## src/rtl/ccd_seq_pkg.sv

```systemverilog
package ccd_seq_pkg;
  typedef enum logic [2:0] {
    SQ_IDLE  = 3'd0,
    SQ_EXPO  = 3'd1,
    SQ_VMOVE = 3'd2,
    SQ_HREAD = 3'd3,
    SQ_DONE  = 3'd4
  } seq_state_t;

  localparam int unsigned NUM_VSTEPS = 4;
  localparam int unsigned VSTEP_W    = $clog2(NUM_VSTEPS);
endpackage

```

## src/rtl/ccd_down_count.sv

```systemverilog
module ccd_down_count #(
  parameter int unsigned W = 8
) (
  input  logic         clk,
  input  logic         rst_n,
  input  logic         load,
  input  logic [W-1:0] load_val,
  input  logic         dec,
  output logic         last
);
  localparam logic [W-1:0] ONE = {{(W-1){1'b0}}, 1'b1};

  logic [W-1:0] cnt;

  always_ff @(posedge clk or negedge rst_n) begin
    if (!rst_n) begin
      cnt <= ONE;
    end else if (load) begin
      cnt <= (load_val == '0) ? ONE : load_val;
    end else if (dec && cnt > ONE) begin
      cnt <= cnt - ONE;
    end
  end

  assign last = (cnt <= ONE);
endmodule

```

## src/rtl/ccd_phase_map.sv

```systemverilog
module ccd_phase_map
  import ccd_seq_pkg::*;
(
  input  seq_state_t         state,
  input  logic [VSTEP_W-1:0] vstep,
  output logic               ph1,
  output logic               ph2,
  output logic               ph3
);
  always_comb begin
    {ph1, ph2, ph3} = 3'b110;
    if (state == SQ_VMOVE) begin
      case (vstep)
        2'd0:    {ph1, ph2, ph3} = 3'b010;
        2'd1:    {ph1, ph2, ph3} = 3'b011;
        2'd2:    {ph1, ph2, ph3} = 3'b001;
        default: {ph1, ph2, ph3} = 3'b101;
      endcase
    end
  end
endmodule

```

## src/rtl/ccd_phase_seq.sv

```systemverilog
module ccd_phase_seq
  import ccd_seq_pkg::*;
#(
  parameter int unsigned INT_W  = 12,
  parameter int unsigned STEP_W = 4,
  parameter int unsigned COL_W  = 8,
  parameter int unsigned ROW_W  = 8
) (
  input  logic              clk,
  input  logic              rst_n,
  input  logic              start,
  input  logic [INT_W-1:0]  integ_len,
  input  logic [STEP_W-1:0] step_len,
  input  logic [COL_W-1:0]  col_count,
  input  logic [ROW_W-1:0]  row_count,
  output logic              phase1,
  output logic              phase2,
  output logic              phase3,
  output logic              h_shift,
  output logic              pix_valid,
  output logic              frame_done
);
  localparam logic [VSTEP_W-1:0] LAST_VSTEP = VSTEP_W'(NUM_VSTEPS - 1);

  seq_state_t         state, state_nx;
  logic [VSTEP_W-1:0] vstep, vstep_nx;
  logic [STEP_W-1:0]  step_len_q;
  logic [COL_W-1:0]   col_count_q;

  logic accept;
  logic expo_last, step_last, col_last, row_last;
  logic step_load, col_load, row_dec;

  assign accept = (state == SQ_IDLE) && start;

  // Exposure length is loaded from the port on the accepting edge.
  ccd_down_count #(.W(INT_W)) i_expo_cnt (
    .clk(clk), .rst_n(rst_n),
    .load(accept), .load_val(integ_len),
    .dec(state == SQ_EXPO), .last(expo_last)
  );

  ccd_down_count #(.W(STEP_W)) i_step_cnt (
    .clk(clk), .rst_n(rst_n),
    .load(step_load), .load_val(step_len_q),
    .dec(state == SQ_VMOVE), .last(step_last)
  );

  ccd_down_count #(.W(COL_W)) i_col_cnt (
    .clk(clk), .rst_n(rst_n),
    .load(col_load), .load_val(col_count_q),
    .dec(state == SQ_HREAD), .last(col_last)
  );

  ccd_down_count #(.W(ROW_W)) i_row_cnt (
    .clk(clk), .rst_n(rst_n),
    .load(accept), .load_val(row_count),
    .dec(row_dec), .last(row_last)
  );

  always_ff @(posedge clk or negedge rst_n) begin
    if (!rst_n) begin
      step_len_q  <= '0;
      col_count_q <= '0;
    end else if (accept) begin
      step_len_q  <= step_len;
      col_count_q <= col_count;
    end
  end

  always_comb begin
    state_nx  = state;
    vstep_nx  = vstep;
    step_load = 1'b0;
    col_load  = 1'b0;
    row_dec   = 1'b0;
    unique case (state)
      SQ_IDLE: begin
        if (start) state_nx = SQ_EXPO;
      end
      SQ_EXPO: begin
        if (expo_last) begin
          state_nx  = SQ_VMOVE;
          vstep_nx  = '0;
          step_load = 1'b1;
        end
      end
      SQ_VMOVE: begin
        if (step_last) begin
          if (vstep == LAST_VSTEP) begin
            state_nx = SQ_HREAD;
            col_load = 1'b1;
          end else begin
            vstep_nx  = vstep + 1'b1;
            step_load = 1'b1;
          end
        end
      end
      SQ_HREAD: begin
        if (col_last) begin
          if (row_last) begin
            state_nx = SQ_DONE;
          end else begin
            state_nx  = SQ_VMOVE;
            vstep_nx  = '0;
            step_load = 1'b1;
            row_dec   = 1'b1;
          end
        end
      end
      default: state_nx = SQ_IDLE;
    endcase
  end

  always_ff @(posedge clk or negedge rst_n) begin
    if (!rst_n) begin
      state <= SQ_IDLE;
      vstep <= '0;
    end else begin
      state <= state_nx;
      vstep <= vstep_nx;
    end
  end

  ccd_phase_map i_phase_map (
    .state(state), .vstep(vstep),
    .ph1(phase1), .ph2(phase2), .ph3(phase3)
  );

  assign h_shift    = (state == SQ_HREAD);
  assign pix_valid  = h_shift;
  assign frame_done = (state == SQ_DONE);
endmodule

```

## config.mk

```make
export PLATFORM = sky130hd
export DESIGN_NAME = ccd_phase_seq
export DESIGN_NICKNAME = d
export VERILOG_FILES = /design/src/rtl/ccd_seq_pkg.sv /design/src/rtl/ccd_down_count.sv /design/src/rtl/ccd_phase_map.sv /design/src/rtl/ccd_phase_seq.sv
export SDC_FILE = /design/constraint.sdc
export NUM_CORES = 1
export LEC_CHECK = 0
export ABC_AREA = 1
export BUFFER_PORTS_ARGS = -buffer_cell sky130_fd_sc_hd__buf_2
export CORE_ASPECT_RATIO = 0.75
export CORE_MARGIN = 2
export CORE_UTILIZATION = 30
export DETAILED_ROUTE_END_ITERATION = 7
export MAX_ROUTING_LAYER = met4
export SYNTH_ARGS = -nofsm -noshare
export SYNTH_HDL_FRONTEND = slang
export SYNTH_SLANG_ARGS = --single-unit
```

## constraint.sdc

```tcl
create_clock -name clk -period 2.2 [get_ports clk]
set_input_delay 0.44 -clock clk [delete_from_list [all_inputs] [get_ports clk]]
set_output_delay 0.44 -clock clk [all_outputs]
set_load 0.1 [all_outputs]
```

==> results.md, run 1 <==
- Clock Power Share: 48.4%
- RSZ-0062 raised after global routing: no
- Wire per inst: 11.7 µm
- Final worst slack: 0.135 ns
- Cells after synthesis: 415
- HPWL after detailed placement: 5190 µm
- Internal power: 1.49 mW
- Worst Setup SP: state[0]
- Total GRT Usage: 13.3%
- Drt pass-1 iters: 4
- Antenna cells: 0
- Netlist Area Pre-Place: 3170 µm²
- Sequential share of power: 48.3%
- Placer congestion estimate: 0.835
- M3 GR Usage: 2.20%
- P_sw: 0.369 mW
- EDFF count, synth: 0
- Setup WS pre-CTS: 0.251 ns
- Grt ovf: 0
- 1st-iter DRT viols: 116
- Syn Nets: 462
- Layout area overhead: 16.4%
- Initial Util: 30.8%
- Post-CTS Resized: 0
- Met2 GRT Util: 20.9%
- Max-slew violation count: 0
- First-pass GRT wire length: 12000 µm
- Core footprint: 10300 µm²
- Layout cells sized above 1: 19.4%
- Crit path buffers/inverters: 1
- Logic pwr share: 3.2%
- H-tree Lvls: 2
- Die area: 11400 µm²
- TritonCTS Buffers: 5
- PwrDens: 504 nW/µm²
- Flop2flop setup slack: 0.23 ns
- Critical Path Source Type: register
- Detailed-route via count: 2686
- Fin cells: 595
- Drt drc: 0
- Final Setup Violations: 0
- # port buffers: 40
- Top cells by area, synth: dfrtp_1 35%, nand2_1 13%, inv_1 5.8%, nand3_1 5.5%, ha_1 4.7%
- Slew @ Worst Pin: 0.647 ns
- R2r startpoint: i_expo_cnt.cnt[0]
- Io pins: 41
- Initial antenna violation count: 0
- Worst-path clk slew: 0.07 ns
- Largest net degree at the start of global routing: 50
- Sequential fraction of the synthesis area: 38.8%
- Final ANT Viol Nets: 0
- Placed insts: 587
- Most frequent cells in the layout: 114 x nand2_1, 49 x inv_1, 45 x dfrtp_1, 40 x buf_2, 37 x nor2_1
- Clk sinks: 49
- F_max: 484 MHz
- Sw frac: 19.8%
- Final WL: 6940 µm
- Min Tclk post-route: 2.06 ns
- CP peak stage delay: 0.47 ns
- Cts hold-fix bufs: 0
- Die height: 93.1 µm
- Run status: complete, no violations
- Most common cell after layout, fill and taps aside: nand2_1
- Synth cell types: 37
- Final Skew: 0.00883 ns
- # Max-Cap Violations: 0
- Slew HR: 56.9%
- Crit Path Category: reg2out
- Setup TNS: 0 ns
- Row count: 32
- Crit path cell chain: nor2_4 -> nand2_4 -> or2_2 -> buf_2
- Critical Path RT: 1.76 ns
- Share of synthesized registers carrying an async set or reset: 100%
- CP top delay family: simple AND/OR/NAND/NOR gates
- FF+latch area: 1230 µm²
- YS warnings: 0
- Global route hottest layer: met2
- Peak supply drop: 0.333 mV
- Crit path arrival time: 1.62 ns
- Pleak: 1.77 nW
- Avg Cell Area, Syn: 7.65 µm²
- Final hold vios: 0
- CP endpoint kind: output pin
- Met1 usage: 18.2%
- Worst skew pair latency: 0.29 ns
- Register bit total from synthesis: 49
- CTS root buffer: clkbuf_16
- Die Span X: 123 µm
- Vias in the first global route: 2675
- Slowest cell on crit path: dfrtp_1
- Worst Hold Class: in2async
- Worst-case clock buffer depth: 2
- CTS tree: done
- NumNets Final: 505
- Filler cells: 1067
- Post-synth top area cell: dfrtp_1
- Top-area cell type share of the netlist area: 35.5%
- Vias per std cell: 4.51
- Multi-input logic area: 1680 µm²
- Worst Path Max Fanout: 6
- Most used DFF post-synth: dfrtp_1
- Period utilization: 93.9%
- Post-CTS setup buffers: 0
[synthesized netlist by cell type (all sizes together), types with 7 or more instances]
library cell  count
nand4            10
o21ai            24
nor2             51
nand3            38
nand2           118
nor3              7
xnor2             7
ha               12
o211ai           10
buf               7
xor2              9
dfrtp            45
inv              56
[worst paths after layout]
path                                     endpoint  cells past startpoint
worst max-delay path                       phase1                      4
worst min-delay path                     vstep[0]                      2
worst max register to register  i_expo_cnt.cnt[4]                     11
worst min register to register   i_col_cnt.cnt[3]                      2
max in group asynchronous           step_len_q[1]                      2
min in group clk                    step_len_q[3]                      3
[flip-flops by register name, summed over array words and instances (netlist names)]
name	flops
i_step_cnt.cnt	4
step_len_q	4
i_expo_cnt.cnt	12
i_row_cnt.cnt	8
i_col_cnt.cnt	8
vstep	2
col_count_q	8
state	3
[through the flow]
| stage | power, mW | hold slack [ns] | utilization (%) | cell area, µm² |
|---|---|---|---|---|
| after floorplan | 0.923 | 0.144 | - | 3180 |
| after global placement | 0.980 | 0.482 | 34.2 | 3520 |
| after detailed placement | 0.981 | 0.489 | 34.2 | 3520 |
| after CTS | 1.89 | 0.292 | 35.9 | 3690 |
| after global routing | 1.94 | 0.321 | 35.9 | 3690 |
| final | 1.86 | 0.264 | 35.9 | 3690 |
[kinds of logic (layout without fill, tap and decap cells)]
| family | after synthesis | count (layout) | share of synthesized area (%) |
|---|---|---|---|
| flops | 49 | 49 | 38.8 |
| fa+ha+maj | 12 | 12 | 4.73 |
| buf+inv | 64 | 108 | 8.56 |
| simple gates | 232 | 232 | 35.4 |
| xor+xnor | 16 | 16 | 4.42 |
| compound gates | 42 | 42 | 8.08 |
[layout make-up]
class	instances	share of cell area, %
multi-input cells	302	45.4
repair buffers	44	6.23
inverters	56	5.76
clock buffers	7	3.86
well taps	136	4.61
clock inverters	1	0.813
flip-flops and latches	49	33.3
[power by group through the flow]
stage	Combinational [mW]	Clock (mW)	Sequential, mW
3_5_place_dp	0.0630	0	0.918
6_report	0.0602	0.902	0.901
4_1_cts	0.0631	0.930	0.901
5_1_grt	0.0700	0.970	0.900
2_1_floorplan	0.00525	0	0.918
3_3_place_gp	0.0622	0	0.918
[routing by layer]
| layer | up-vias | wire (µm) |
|---|---|---|
| li1 | 1409 | - |
| met1 | 1238 | 3680 |
| met2 | 35 | 3050 |
| met3 | 4 | 168 |
| met4 | 0 | 42 |
| met5 | - | 0 |
No activity file was read; power rests on OpenSTA's default activity.
==> run 2, diff against run 1 <==
Settings changed: CORE_MARGIN 2 to 1.5.
==> run 2 against run 1 <==
Compared with the run above: setup slack improved by 0.0042 ns; count of clock-buffer cells in the layout down 2; combinational power fell by 0.8%; via count decreased by 0.63%; design area shrank 0.61%; die area down 1.9%; critical path type unchanged; clock power shrank 13%; sequential cell count unchanged; critical endpoint unchanged; fmax is 0.20% higher.
==> results.md, run 2 (same netlist as run 1, synthesis figures left out) <==
- Run status: complete, no violations
- Final ANT Viol Nets: 0 (unchanged)
- NumNets Final: 505 (unchanged)
- Most frequent cells in the layout: 114 x nand2_1, 49 x inv_1, 45 x dfrtp_1, 40 x buf_2, 37 x nor2_1
- Largest register FFs: 12 (unchanged)
- Worst-path clk slew: 0.07 ns (about the same)
- Final WL: 6930 µm (-0.13%)
- Vias in the first global route: 2710 (+1.3%)
- Pleak: 1.76 nW (-0.77%)
- Row count: 32 (unchanged)
- Placed insts: 587 (unchanged)
- Antenna cells: 0 (unchanged)
- Biggest register: i_expo_cnt.cnt
- Period utilization: 93.7% (-0.19 points)
- Hold_ws: 0.250 ns (-0.0137 ns)
- Worst Hold Class: in2async
- Wire per inst: 11.7 µm (-0.13%)
- Total GRT Usage: 14.0% (+0.71 points)
- Logic pwr share: 3.4% (+0.2 points)
- Crit path arrival time: 1.62 ns (about the same)
- CP peak stage delay: 0.46 ns (about the same)
- Initial antenna violation count: 0 (unchanged)
- First-pass GRT wire length: 12500 µm (+3.6%)
- Critical Path Source Type: register
- Layout area overhead: 15.7%
- Most common cell after layout, fill and taps aside: nand2_1
- Final hold vios: 0 (unchanged)
- PwrDens: 475 nW/µm² (-5.7%)
- # port buffers: 40 (unchanged)
- Fin area: 3670 µm² (-0.61%)
- Sequential share of power: 51.6% (+3.3 points)
- CP endpoint kind: output pin
- Grt ovf: 0 (unchanged)
- Post-CTS Resized: 0 (unchanged)
- Cts hold-fix bufs: 0 (unchanged)
- Initial Util: 30.8% (unchanged)
- CTS root buffer: clkbuf_16
- Clk sinks: 49 (unchanged)
- Crit path cell chain: nor2_4 -> nand2_4 -> or2_2 -> buf_2
- Filler cells: 1026 (-3.8%)
- Sw frac: 22.5% (+2.7 points)
- RSZ-0062 raised after global routing: no
- Critical Path RT: 1.76 ns (about the same)
- Slowest cell on crit path: dfrtp_1
- Crit Path Category: reg2out
- Worst skew pair latency: 0.29 ns (about the same)
- Slew @ Worst Pin: 0.632 ns (-0.0150 ns)
- HPWL after detailed placement: 5210 µm (+0.54%)
- Post-CTS setup buffers: 0 (unchanged)
- # Max-Cap Violations: 0 (unchanged)
- Fin cells: 595 (unchanged)
- Placed cell areas: 3520 µm² (unchanged)
- CTS tree: done
- Drt drc: 0 (unchanged)
- Layout cells sized above 1: 19.6% (+0.22 points)
- Drt pass-1 iters: 4 (unchanged)
- Core footprint: 10300 µm² (unchanged)
- Peak supply drop: 0.259 mV (-22%)
- Final Setup Violations: 0 (unchanged)
- Internal power: 1.35 mW (-9.5%)
- Io pins: 41 (unchanged)
- F_max: 485 MHz (+0.20%)
- TritonCTS Buffers: 5 (unchanged)
- Placer congestion estimate: 0.849 (+1.7%)
- Vias per std cell: 4.49 (-0.63%)
- Die Span X: 122 µm (-0.81%)
- Setup TNS: 0 ns (unchanged)
- Slew HR: 57.9% (+1.0 points)
- H-tree Lvls: 2 (unchanged)
- Flop2flop setup slack: 0.24 ns (about the same)
- Final Skew: 0.00741 ns (-0.00142 ns)
- Die height: 92.1 µm (-1.1%)
- Min Tclk post-route: 2.06 ns (-0.00415 ns)
- P_sw: 0.392 mW (+6.4%)
- Worst Path Max Fanout: 6 (unchanged)
- Clock Power Share: 45.0% (-3.4 points)
- Max-slew violation count: 0 (unchanged)
- 1st-iter DRT viols: 91 (-22%)
- Die area: 11200 µm² (-1.9%)
- Worst-case clock buffer depth: 2 (unchanged)
- Detailed-route via count: 2669 (-0.63%)
- Largest net degree at the start of global routing: 50 (unchanged)
==> run 2: worst paths after layout <==
kind                                   startpoint                 to  depth (start not counted)
worst max-delay path                     state[0]             phase1                          4
worst min-delay path                        rst_n  i_step_cnt.cnt[3]                          2
worst max register to register  i_expo_cnt.cnt[0]  i_expo_cnt.cnt[4]                         11
worst min register to register     col_count_q[7]   i_col_cnt.cnt[7]                          2
max in group asynchronous                   rst_n      step_len_q[0]                          2
min in group clk                     col_count[1]     col_count_q[1]                          3
==> run 2: area by class of cell <==
type | instances | area (µm²) | area share (%)
multi-input combinational | 302 | 1680 | 45.7
tap | 136 | 170 | 4.63
timing repair buffer | 44 | 230 | 6.27
inverter | 56 | 213 | 5.79
clock inverter | 3 | 25.0 | 0.681
sequential | 49 | 1230 | 33.5
clock buffer | 5 | 125 | 3.41
==> run 2: metal layers <==
layer	global-route usage (%)	part of all wire, %	wire [µm]
met1	19.1	51	3540
met4	2.75	0.71	49
met3	2.67	3.1	212
met2	21.7	45	3130
met5	-	0	0
==> run 2: power by group through the flow <==
stage | registers (mW) | logic (mW) | clock network, mW
after floorplan | 0.918 | 0.00525 | 0
after global placement | 0.918 | 0.0614 | 0
after detailed placement | 0.918 | 0.0623 | 0
after CTS | 0.900 | 0.0626 | 0.812
after global routing | 0.900 | 0.0703 | 0.844
final | 0.900 | 0.0597 | 0.785
==> run 2: stage by stage <==
step                total power, mW  setup slack, ns  utilization [%]
floorplan                     0.923           0.0561                -
global placement              0.979            0.306             34.2
CTS                            1.77            0.127             35.7
global route                   1.81           0.0718             35.7
finish                         1.75            0.139             35.7
detailed placement            0.980            0.251             34.2
==> run 2: critical path, delay by kind of cell (launching register included) <==
| kind | cells | cell delay [ns] |
|---|---|---|
| buffers and inverters | 1 | 0.29 |
| DFF | 1 | 0.46 |
| and+or+nand+nor | 3 | 0.57 |
==> run 3, diff against run 2 <==
Settings changed: CORE_UTILIZATION 30 to 50, PLACE_DENSITY set to 0.71.
==> run 3 against run 2 <==
Compared with the run above: sequential cell count is the same; global-route usage grew 8.6 points; setup slack lost 0.045 ns; routed wire length shrank 1.7%; design area shrank 3.1%; non-clock buffer count grew 2; fmax shrank 2.1%; final cell count shrank 9.4%; sequential power is essentially flat; largest cell class unchanged; clock skew is essentially flat; die area shrank 39%.
==> results.md, run 3 (same netlist as run 1, synthesis figures left out) <==
- Run status: complete, no violations
- Worst-case clock buffer depth: 2 (unchanged)
- Placed cell areas: 3460 µm² (-1.6%)
- Largest register FFs: 12 (unchanged)
- Worst Path Max Fanout: 6 (unchanged)
- CP endpoint kind: output pin
- F_max: 475 MHz (-2.1%)
- Vias in the first global route: 2513 (-7.3%)
- Worst-path clk slew: 0.09 ns (+0.02 ns)
- CTS root buffer: clkbuf_8
- Final Skew: 0.00749 ns (+0.0000847 ns)
- Worst skew pair latency: 0.30 ns (about the same)
- Min Tclk post-route: 2.11 ns (+0.0450 ns)
- PwrDens: 428 nW/µm² (-9.9%)
- Detailed-route via count: 2700 (+1.2%)
- Slew HR: 67.5% (+9.6 points)
- Placer congestion estimate: 0.847 (-0.22%)
- Final Setup Violations: 0 (unchanged)
- Initial antenna violation count: 0 (unchanged)
- Final ANT Viol Nets: 0 (unchanged)
- Cts hold-fix bufs: 0 (unchanged)
- Vias per std cell: 5.01 (+12%)
- Layout cells sized above 1: 19.7% (+0.13 points)
- TritonCTS Buffers: 5 (unchanged)
- Drt drc: 0 (unchanged)
- Slew @ Worst Pin: 0.491 ns (-0.141 ns)
- Grt ovf: 0 (unchanged)
- Largest net degree at the start of global routing: 32 (-36%)
- Crit Path Category: reg2out
- H-tree Lvls: 2 (unchanged)
- Fin area: 3560 µm² (-3.1%)
- Pleak: 1.74 nW (-0.89%)
- Antenna cells: 0 (unchanged)
- Most common cell after layout, fill and taps aside: nand2_1
- Final hold vios: 0 (unchanged)
- Final WL: 6820 µm (-1.7%)
- Die Span X: 95.0 µm (-22%)
- Initial Util: 53.1% (+22 points)
- R2r startpoint: i_expo_cnt.cnt[0]
- Most frequent cells in the layout: 114 x nand2_1, 49 x inv_1, 45 x dfrtp_1, 40 x buf_2, 37 x nor2_1
- Worst Setup SP: state[1]
- 1st-iter DRT viols: 137 (+51%)
- Biggest register: i_expo_cnt.cnt
- # port buffers: 40 (unchanged)
- Wire per inst: 12.6 µm (+8.5%)
- Max-slew violation count: 0 (unchanged)
- Period utilization: 95.7% (+2.0 points)
- HPWL after detailed placement: 5250 µm (+0.63%)
- Die area: 6840 µm² (-39%)
- Drt pass-1 iters: 4 (unchanged)
- Layout area overhead: 12.1%
- Post-CTS Resized: 0 (unchanged)
- Post-CTS setup buffers: 0 (unchanged)
- Row count: 24 (-25%)
- Worst Hold Class: in2async
- Filler cells: 573 (-44%)
- NumNets Final: 507 (+0.40%)
- First-pass GRT wire length: 11600 µm (-7.3%)
- Peak supply drop: 0.205 mV (-21%)
- Core footprint: 5980 µm² (-42%)
- Final core occ: 59.5% (+24 points)
- RSZ-0062 raised after global routing: no
- Setup TNS: 0 ns (unchanged)
- Total GRT Usage: 22.6% (+8.6 points)
- Critical Path RT: 1.76 ns (about the same)
- Io pins: 41 (unchanged)
- # Max-Cap Violations: 0 (unchanged)
- Clk sinks: 49 (unchanged)
- CTS tree: done
- Crit path arrival time: 1.67 ns (+0.05 ns)
- Die height: 72.0 µm (-22%)
- Critical Path Source Type: register
==> run 3: changes by cell type in the layout (fill, tap and decap cells not counted) <==
cell	before	now
clkbuf_8	0	6
clkbuf_16	5	0
buf_4	4	6
clkbuf_1	0	1
clkinv_4	1	0
inv_6	1	0
==> run 3: final cells by class <==
type	count	area [µm²]	area share, %
sequential	49	1230	34.6
multi-input combinational	302	1680	47.2
clock buffer	7	86.3	2.43
timing repair buffer	46	245	6.89
tap	78	97.6	2.74
clock inverter	1	7.51	0.211
inverter	56	213	5.98
==> run 3: worst max-delay path: stages (launching register included) <==
cell and delay (ns):
dfrtp_1 0.57, inv_2 0.16, nor2_8 0.18, buf_2 0.45
==> run 3: final timing paths <==
path	to	slack, ns	cells after the start
max	pix_valid	0.09	3
max reg2reg	i_expo_cnt.cnt[4]	0.24	11
min reg2reg	i_expo_cnt.cnt[0]	0.50	2
min	i_row_cnt.cnt[3]	0.06	1
min in group clk	step_len_q[3]	0.32	3
max in group asynchronous	i_step_cnt.cnt[0]	1.50	2
==> run 3: routing by layer <==
metal | track usage, % | vias up | routed length [µm]
li1 | - | 1406 | -
met1 | 32.4 | 1252 | 3600
met2 | 32.9 | 38 | 2980
met3 | 3.56 | 4 | 189
met4 | 6.80 | 0 | 45
met5 | - | - | 0
==> run 3: report_power, final <==
group,switching [mW],total (mW),internal (mW)
registers,0,0.900,0.900
clock network,0.308,0.564,0.256
logic,0.0340,0.0603,0.0263
total,0.342,1.52,1.18
==> run 3: through the flow <==
step | setup slack, ns | hold slack [ns] | power, mW | instances
6_report | 0.0943 | 0.0558 | 1.52 | 539
5_1_grt | 0.00498 | 0.0843 | 1.58 | 539
4_1_cts | 0.0731 | 0.0657 | 1.54 | 539
3_5_place_dp | 0.268 | 0.398 | 0.980 | 531
3_3_place_gp | 0.322 | 0.398 | 0.979 | 531
2_1_floorplan | 0.0561 | 0.144 | 0.923 | 415
